[src/rtl/acc_sat_pkg.sv]
package acc_sat_pkg;
  typedef enum logic [1:0] {
    CLAMP_S40 = 2'b00,
    CLAMP_U40 = 2'b01,
    CLAMP_S32 = 2'b10,
    CLAMP_G32 = 2'b11
  } clamp_mode_e;
endpackage

[src/rtl/acc_sat_clamp.sv]
module acc_sat_clamp
  import acc_sat_pkg::*;
#(
  parameter int WORK_W   = 64,
  parameter int ACC_W    = 40,
  parameter int NARROW_W = 32
) (
  input  logic [WORK_W-1:0] sum,
  input  logic [1:0]        mode,
  input  logic              mixed,
  input  logic              prev_neg,
  output logic [ACC_W-1:0]  res,
  output logic              sat
);
  localparam int EXT_N = ACC_W - NARROW_W;
  localparam logic [ACC_W-1:0] WIDE_MAX = {1'b0, {(ACC_W-1){1'b1}}};
  localparam logic [ACC_W-1:0] WIDE_MIN = {1'b1, {(ACC_W-1){1'b0}}};
  localparam logic [ACC_W-1:0] NAR_MAX  = {{(EXT_N+1){1'b0}}, {(NARROW_W-1){1'b1}}};
  localparam logic [ACC_W-1:0] NAR_MIN  = {{(EXT_N+1){1'b1}}, {(NARROW_W-1){1'b0}}};

  clamp_mode_e        cm;
  logic [WORK_W-1:0]  v;
  logic               neg;
  logic               wide_hi, wide_lo, uns_hi, nar_uniform;
  logic [ACC_W-1:0]   nar_ext;

  assign cm = clamp_mode_e'(mode);

  always_comb begin
    if (mixed && cm != CLAMP_U40)
      v = {{(WORK_W-NARROW_W){sum[NARROW_W-1]}}, sum[NARROW_W-1:0]};
    else
      v = sum;
  end

  assign neg         = v[WORK_W-1];
  assign wide_hi     = !neg && (|v[WORK_W-2:ACC_W-1]);
  assign wide_lo     = neg && !(&v[WORK_W-2:ACC_W-1]);
  assign uns_hi      = |v[WORK_W-2:ACC_W];
  assign nar_uniform = (&v[WORK_W-1:NARROW_W-1]) || !(|v[WORK_W-1:NARROW_W-1]);
  assign nar_ext     = {{EXT_N{v[NARROW_W-1]}}, v[NARROW_W-1:0]};

  always_comb begin
    res = v[ACC_W-1:0];
    sat = 1'b0;
    unique case (cm)
      CLAMP_S40: begin
        if (wide_hi) begin
          res = WIDE_MAX; sat = 1'b1;
        end else if (wide_lo) begin
          res = WIDE_MIN; sat = 1'b1;
        end
      end
      CLAMP_U40: begin
        if (neg) begin
          res = '0; sat = 1'b1;
        end else if (uns_hi) begin
          res = '1; sat = 1'b1;
        end
      end
      CLAMP_S32: begin
        res = nar_ext;
        if (!nar_uniform) begin
          res = neg ? NAR_MIN : NAR_MAX;
          sat = 1'b1;
        end
      end
      default: begin
        res = nar_ext;
        if (!nar_uniform) begin
          res = prev_neg ? NAR_MIN : NAR_MAX;
          sat = 1'b1;
        end
      end
    endcase
  end
endmodule

[src/rtl/acc_sat_flags.sv]
module acc_sat_flags #(
  parameter int NUM_ACC = 2,
  parameter int IDX_W   = 1
) (
  input  logic               clk,
  input  logic               rst,
  input  logic               upd,
  input  logic [IDX_W-1:0]   idx,
  input  logic               sat,
  input  logic [NUM_ACC-1:0] clr,
  output logic [NUM_ACC-1:0] ovf,
  output logic [NUM_ACC-1:0] sticky
);
  for (genvar a = 0; a < NUM_ACC; a++) begin : g_acc
    logic hit;
    assign hit = upd && (idx == IDX_W'(a));

    always_ff @(posedge clk) begin
      if (rst) begin
        ovf[a]    <= 1'b0;
        sticky[a] <= 1'b0;
      end else begin
        if (hit)
          ovf[a] <= sat;
        if (hit && sat)
          sticky[a] <= 1'b1;
        else if (clr[a])
          sticky[a] <= 1'b0;
      end
    end
  end
endmodule

[src/rtl/acc_sat_unit.sv]
module acc_sat_unit #(
  parameter int WORK_W   = 64,
  parameter int ACC_W    = 40,
  parameter int NARROW_W = 32,
  parameter int NUM_ACC  = 2,
  parameter int IDX_W    = (NUM_ACC > 1) ? $clog2(NUM_ACC) : 1
) (
  input  logic               clk,
  input  logic               rst,
  input  logic               in_valid,
  input  logic [WORK_W-1:0]  in_sum,
  input  logic [1:0]         in_mode,
  input  logic               in_mixed,
  input  logic [IDX_W-1:0]   in_idx,
  input  logic               in_prev_neg,
  input  logic [NUM_ACC-1:0] sticky_clr,
  output logic               out_valid,
  output logic [ACC_W-1:0]   out_acc,
  output logic               out_sat,
  output logic [NUM_ACC-1:0] ovf,
  output logic [NUM_ACC-1:0] ovf_sticky
);
  logic [ACC_W-1:0] clamp_res;
  logic             clamp_sat;

  acc_sat_clamp #(
    .WORK_W(WORK_W), .ACC_W(ACC_W), .NARROW_W(NARROW_W)
  ) u_clamp (
    .sum(in_sum), .mode(in_mode), .mixed(in_mixed),
    .prev_neg(in_prev_neg), .res(clamp_res), .sat(clamp_sat)
  );

  acc_sat_flags #(
    .NUM_ACC(NUM_ACC), .IDX_W(IDX_W)
  ) u_flags (
    .clk(clk), .rst(rst), .upd(in_valid), .idx(in_idx),
    .sat(clamp_sat), .clr(sticky_clr), .ovf(ovf), .sticky(ovf_sticky)
  );

  always_ff @(posedge clk) begin
    if (rst) begin
      out_valid <= 1'b0;
      out_acc   <= '0;
      out_sat   <= 1'b0;
    end else begin
      out_valid <= in_valid;
      if (in_valid) begin
        out_acc <= clamp_res;
        out_sat <= clamp_sat;
      end
    end
  end
endmodule

[config.mk]
export PLATFORM = sky130hd
export DESIGN_NAME = acc_sat_unit
export DESIGN_NICKNAME = d
export VERILOG_FILES = /design/src/rtl/acc_sat_pkg.sv /design/src/rtl/acc_sat_clamp.sv /design/src/rtl/acc_sat_flags.sv /design/src/rtl/acc_sat_unit.sv
export SDC_FILE = /design/constraint.sdc
export NUM_CORES = 1
export LEC_CHECK = 0
export ABC_AREA = 1
export BUFFER_PORTS_ARGS = -buffer_cell sky130_fd_sc_hd__buf_2
export CAP_MARGIN = 40
export CORE_MARGIN = 2
export CORE_UTILIZATION = 35
export CTS_BUF_LIST = sky130_fd_sc_hd__clkbuf_2 sky130_fd_sc_hd__clkbuf_4 sky130_fd_sc_hd__clkbuf_8
export CTS_CLUSTER_DIAMETER = 40
export CTS_CLUSTER_SIZE = 12
export DETAILED_ROUTE_END_ITERATION = 10
export GPL_ROUTABILITY_DRIVEN = 0
export PLACE_DENSITY = 0.63
export SLEW_MARGIN = 10
export SYNTH_ARGS = -nofsm -noshare
export SYNTH_HDL_FRONTEND = slang
export SYNTH_SLANG_ARGS = --single-unit
[constraint.sdc]
create_clock -name clk -period 3.48 [get_ports clk]
set_clock_uncertainty 0.05 [all_clocks]
set_input_delay 0.174 -clock clk [delete_from_list [all_inputs] [get_ports clk]]
set_output_delay 0.174 -clock clk [all_outputs]
set_load 0.01 [all_outputs]
# Yosys cells after proc, flatten, opt, wreduce, memory -nomap -nowiden
# Cells that the tools add are included.
totals:
  in_bits: 74
  register_bits: 46
classes:
  reduce_logical: 19
  bitwise: 1
  n_eq_ne: 3
  mux: 20
ops:
  columns: ["operator", "count"]
  rows:
  - ["2-to-1 mux 40 bit", 8]
  - ["case mux 40 bit (3 select lines)", 1]
  - ["2-to-1 mux 64 bit", 1]
  - ["AND reduction 33 bit", 1]
  - ["OR reduction 33 bit", 1]
  - ["AND reduction 24 bit", 1]
  - ["OR reduction 24 bit", 1]
  - ["OR reduction 23 bit", 1]
  - ["2-to-1 mux 1 bit", 9]
  - ["logical AND 1 bit", 7]
  - ["nonzero test 2 bit", 2]
  - ["zero test 1 bit", 3]
  - ["equality test 2 x 1 -> 1 bit, second input constant", 1]
  - ["equality test 2 bit, second input constant", 1]
  - ["zero test 2 bit", 1]
  - ["inequality test 2 x 1 -> 1 bit, second input constant", 1]
  - ["case mux 1 bit (2 select lines)", 1]
  - ["logical OR 1 bit", 1]
  - ["inverter 1 bit", 1]

# Longest topological paths before layout
logic_depth:
  word_depth: 11
  mapped_depth: 17
  depth_no_buf: 17

# By module
# A second synthesis with hierarchy kept.
unflattened:
  cells_unflattened: 704
  area_unflattened_um2: 3848.7
modules_own_cells:
  columns: ["module", "n_inst", "area_each_um2", "cells_each"]
  rows:
  - ["acc_sat_clamp", 1, 1968.1, 422]
  - ["acc_sat_unit", 1, 1736.7, 263]
  - ["acc_sat_flags", 1, 143.9, 19]

# Least setup slack after synthesis
# No wires, ideal clock.
synth_path:
  path_kind: "in2reg"
  startpoint: "input in_mode[1]"
  endpoint: "register out_acc[10]"
  slack_ns: 1.671
  t_arrival_ns: 1.627
  setup_ns: 0.132
  t_required_ns: 3.298
  stages: 17
  path_cell_list: "inv_2 nand2_4 nand2_4 buf_6 nand2_1 o21ai_1 nand3_1 inv_1 nand2_1 nand2_1 buf_4 buf_4 nand3_1 nor2_1 nand2_1 nand2_1 a21oi_1"
synth_between:
  elab_chain_len: 9
  word_cells_on_any_way: 25
synth_lines:
  columns: ["element", "line_no", "rtl"]
  rows:
  - ["from (decl)", "acc_sat_unit.sv:12", "input logic [1:0] in_mode,"]
  - ["inequality test 2 x 1 -> 1 bit", "acc_sat_clamp.sv:30", "if (mixed && cm != CLAMP_U40)"]
  - ["logical AND 1 bit", "acc_sat_clamp.sv:30", null]
  - ["2-to-1 mux 64 bit", "acc_sat_clamp.sv:30", null]
  - ["AND reduction 24 bit", "acc_sat_clamp.sv:38", "assign wide_lo = neg && !(&v[WORK_W-2:ACC_W-1]);"]
  - ["zero test 1 bit", "acc_sat_clamp.sv:38", null]
  - ["logical AND 1 bit", "acc_sat_clamp.sv:38", null]
  - ["2-to-1 mux 40 bit", "acc_sat_clamp.sv:50", "end else if (wide_lo) begin"]
  - ["2-to-1 mux 40 bit", "acc_sat_clamp.sv:48", "if (wide_hi) begin"]
  - ["case mux 40 bit (3 select lines) *", "acc_sat_clamp.sv:46", "unique case (cm)"]
  - ["to (signal assigned)", "acc_sat_unit.sv:48", "out_acc <= clamp_res;"]
  - ["to (decl)", "acc_sat_unit.sv:18", "output logic [ACC_W-1:0] out_acc,"]
# Mark *: on every way between the ends. The rest lies on a longest branch, timed or not.
# A chain may end at the register's enable or synchronous reset.

# Worst setup path after layout
layout_path:
  startpoint: "input in_mode[1]"
  endpoint: "register out_acc[9]"
# The elaborated chain is that of the path after synthesis.

==> key figures <==
Setup path
  – Crit path DAT: 2.54 ns
  – Crit path max-delay family: simple AND/OR/NAND/NOR gates
  – Critical path depth in cells: 15
  – Crit path required time: 3.59 ns
  – Slowest cell on the critical path: nand3_2
  – FF-to-FF Start: out_acc[39]
  – Cell Chain, Critical Path: buf_2 -> inv_2 -> nand2_4 -> nand2_4 -> nand2_1 -> nand3_1 -> inv_1 -> nand3_1 -> nor2_2 -> nand2_2 -> nand3_2 -> nand3_1 -> nand2_1 -> nand2_1 -> a21oi_1
  – FF-to-FF End: out_acc[39]
  – Reg2Reg Depth: 4
  – Critical path fanouts, max: 31
  – CP peak stage delay: 0.67 ns
  – R2R setup slack: 2.73 ns
  – CP startpoint kind: primary input
  – CP Class: in2reg
  – Endpoint kind of the worst setup timing path: register
  – Worst Path Buf+Inv: 3

Logic synthesis
  – Top_reg_cell synth: dfxtp_1
  – Cell Area, Synth: 3910 um2
  – Largest family of logic cells by synthesized area: simple AND/OR/NAND/NOR gates
  – Post-Syn Instances: 736
  – Simple logic cell fraction of the synthesized area: 47.5%
  – Mux share of post-synthesis cell area: 0%
  – Adder-cell share of the synthesized area: 0%
  – Mean Syn Cell Area: 5.32 um2
  – Top post-synthesis cells by area: dfxtp_1, nand2_1, a21oi_1, nor2_1, nand3_1
  – Post-synth EDFFs: 0
  – Post-synthesis compound-gate area fraction: 16.9%
  – Most common library cells after synthesis: nand2_1, nor2_1, a21oi_1, nand3_1, inv_1
  – Syn_nets: 810
  – #FFs+latches synth: 46
  – Xor-xnor portion of the synthesized cell area: 0%
  – Count leader, synth: nand2_1
  – Post-synth top area share: 23.5%
  – Seq/Total Area, Yosys: 23.5%
  – Yosys cell types: 27
  – Cell taking the most area after synthesis: dfxtp_1
  – Post-synth ARST share: 0%
  – Yosys Warn Count: 0

Floorplan
  – Die extent in x: 110 um
  – Starting Density: 35.9%
  – Row count: 38
  – CORE AREA: 10900 um2
  – Chip height: 110 um
  – I/O pins: 120
  – Die Footprint: 12000 um2

Worst hold path
  – HP Class: in2reg
  – Worst hold start: sticky_clr[0]
  – Worst Hold Endpoint: u_flags.sticky[0]
  – Hold Path Depth: 4

STA
  – Slew Viols, Final: 0
  – Slew HR: 45.6%
  – # setup viols final: 0
  – Hold Slack: 0.0598 ns
  – Clock period minus worst slack: 2.42 ns
  – Achievable Freq: 413 MHz
  – TNS Setup: 0 ns
  – Final hold violations: 0
  – RSZ-0062 raised after global routing: false
  – Least-Margin Pin Slew: 0.817 ns
  – Final Cycle Share: 69.6%

Pwr
  – Cell Pwr Density: 307 nW/um2
  – P_leak: 0.00253 uW
  – Maximum VDD drop: 169 uV

Routing
  – Drt wl/cell: 12.8 um
  – Vias per Instance: 4.93
  – First-pass iteration count of the detailed router: 5
  – Final wirelength: 12400 um
  – Final ANT Viol Nets: 0
  – DR vias: 4766
  – DR iter-0 viols: 322
  – Residual DRC: 0

Clock tree
  – Hold Buf Count CTS: 0
  – CTS tree: built
  – Post-CTS Resized: 0
  – Clk sink count: 46
  – Worst-path clk slew: 0.09 ns
  – Postcts setup bufs: 0
  – Clock buffer depth: 2
  – Cts bufs inserted: 5
  – H-tree depth: 2
  – Worst skew pair latency: 0.30 ns
  – Root Buffer: clkbuf_8

Cells and area
  – Finished Layout Cells: 967
  – Final Util: 42.9%
  – Synth-to-Final Area Change: 19.4%
  – Nets: 900
  – Diodes inserted: 0
  – Share of layout cells above drive strength 1: 19.1%
  – Fillcell total: 1210

Global routing
  – Initial antenna violation count: 0
  – First-pass GRT wire length: 20000 um
  – Number of global-route vias before repair: 4188
  – Largest net degree at the start of global routing: 44
  – Congestion Overflow GR: 0
  – GRT Overall Usage: 20.6%

Placed design
  – Port Buf Inserts: 119
  – Dpl cells: 959
  – Hpwl dp: 8210 um

Status
  – Status: finished clean

Flow run
  – Maxcap violations: 0
[sequential cells by signal (all words and copies together), names as in the netlist]
register / flops
out_valid: 1
u_flags.ovf: 2
out_sat: 1
u_flags.sticky: 2
out_acc: 40
[cells in the final DEF, fill, tap and decap left out]
cell	netlist	routed
nand2_2	3	3
inv_1	60	59
o221ai_1	1	1
dfxtp_1	46	46
nor2_2	2	3
nand2_1	223	223
o21ai_1	1	1
buf_12	0	2
nand3_1	79	79
nand3_2	4	4
clkbuf_8	0	5
o21ai_2	1	1
o21ai_0	18	18
o21bai_1	1	1
nand3b_1	1	1
or2_2	1	1
nand2_4	2	2
buf_4	6	10
o211ai_1	2	2
inv_2	3	4
clkinv_2	0	2
nor2_1	133	132
nor3_1	1	1
buf_2	21	119
a21oi_1	103	103
nand4_1	2	2
bufinv_16	0	1
a21boi_2	1	1
[power breakdown]
group / switching (uW) / internal [uW] / leakage (uW)
Combinational: 279 / 164 / 0.00209
Sequential: 17.9 / 565 / 0.000379
Clock: 200 / 212 / 0.0000579
[layer usage]
metal | vias to the layer above | track usage (%) | wire length, um
met4 | 0 | 5.88 | 117
li1 | 2511 | - | -
met3 | 8 | 4.21 | 903
met5 | - | 0 | 0
met2 | 171 | 32.8 | 5600
met1 | 2076 | 28.0 | 5750
[worst max-delay path by stage]
stage | startpoint | end | slack, ns
global route | in_mode[1] | out_acc[24] | 0.82
finish | in_mode[1] | out_acc[9] | 1.06
floorplan | in_mode[1] | out_acc[10] | 1.67
CTS | in_mode[1] | out_acc[13] | 1.07
detailed placement | in_mode[1] | out_acc[13] | 0.73
global placement | in_mode[1] | out_acc[8] | 0.81
[metrics by stage]
step	setup WS [ns]	total power (uW)	area (um2)
global placement	0.813	1030	4540
floorplan	1.67	884	3910
CTS	1.07	1450	4670
finish	1.06	1440	4670
detailed placement	0.731	1040	4560
global route	0.821	1530	4670
[tightest hold or removal path, cell delays in order]
cell,delay (ns)
buf_2,0.07
inv_1,0.03
nand2_1,0.05
a21oi_1,0.05
[cell families (layout without fill, tap and decap cells)]
family	after synthesis	in the layout
and+or+nand+nor	451	451
AOI/OAI and AO/OA	128	128
buffers and inverters	111	202
DFF	46	46
[area by class of cell]
cell class	instances	area, um2	area share [%]
Clock inverter	3	40.0	0.857
Multi-Input combinational cell	579	2520	53.9
Tap cell	140	175	3.75
Timing Repair Buffer	131	711	15.2
Sequential cell	46	921	19.7
Inverter	63	236	5.06
Clock buffer	5	68.8	1.47
(Power assumes the default switching activity.)
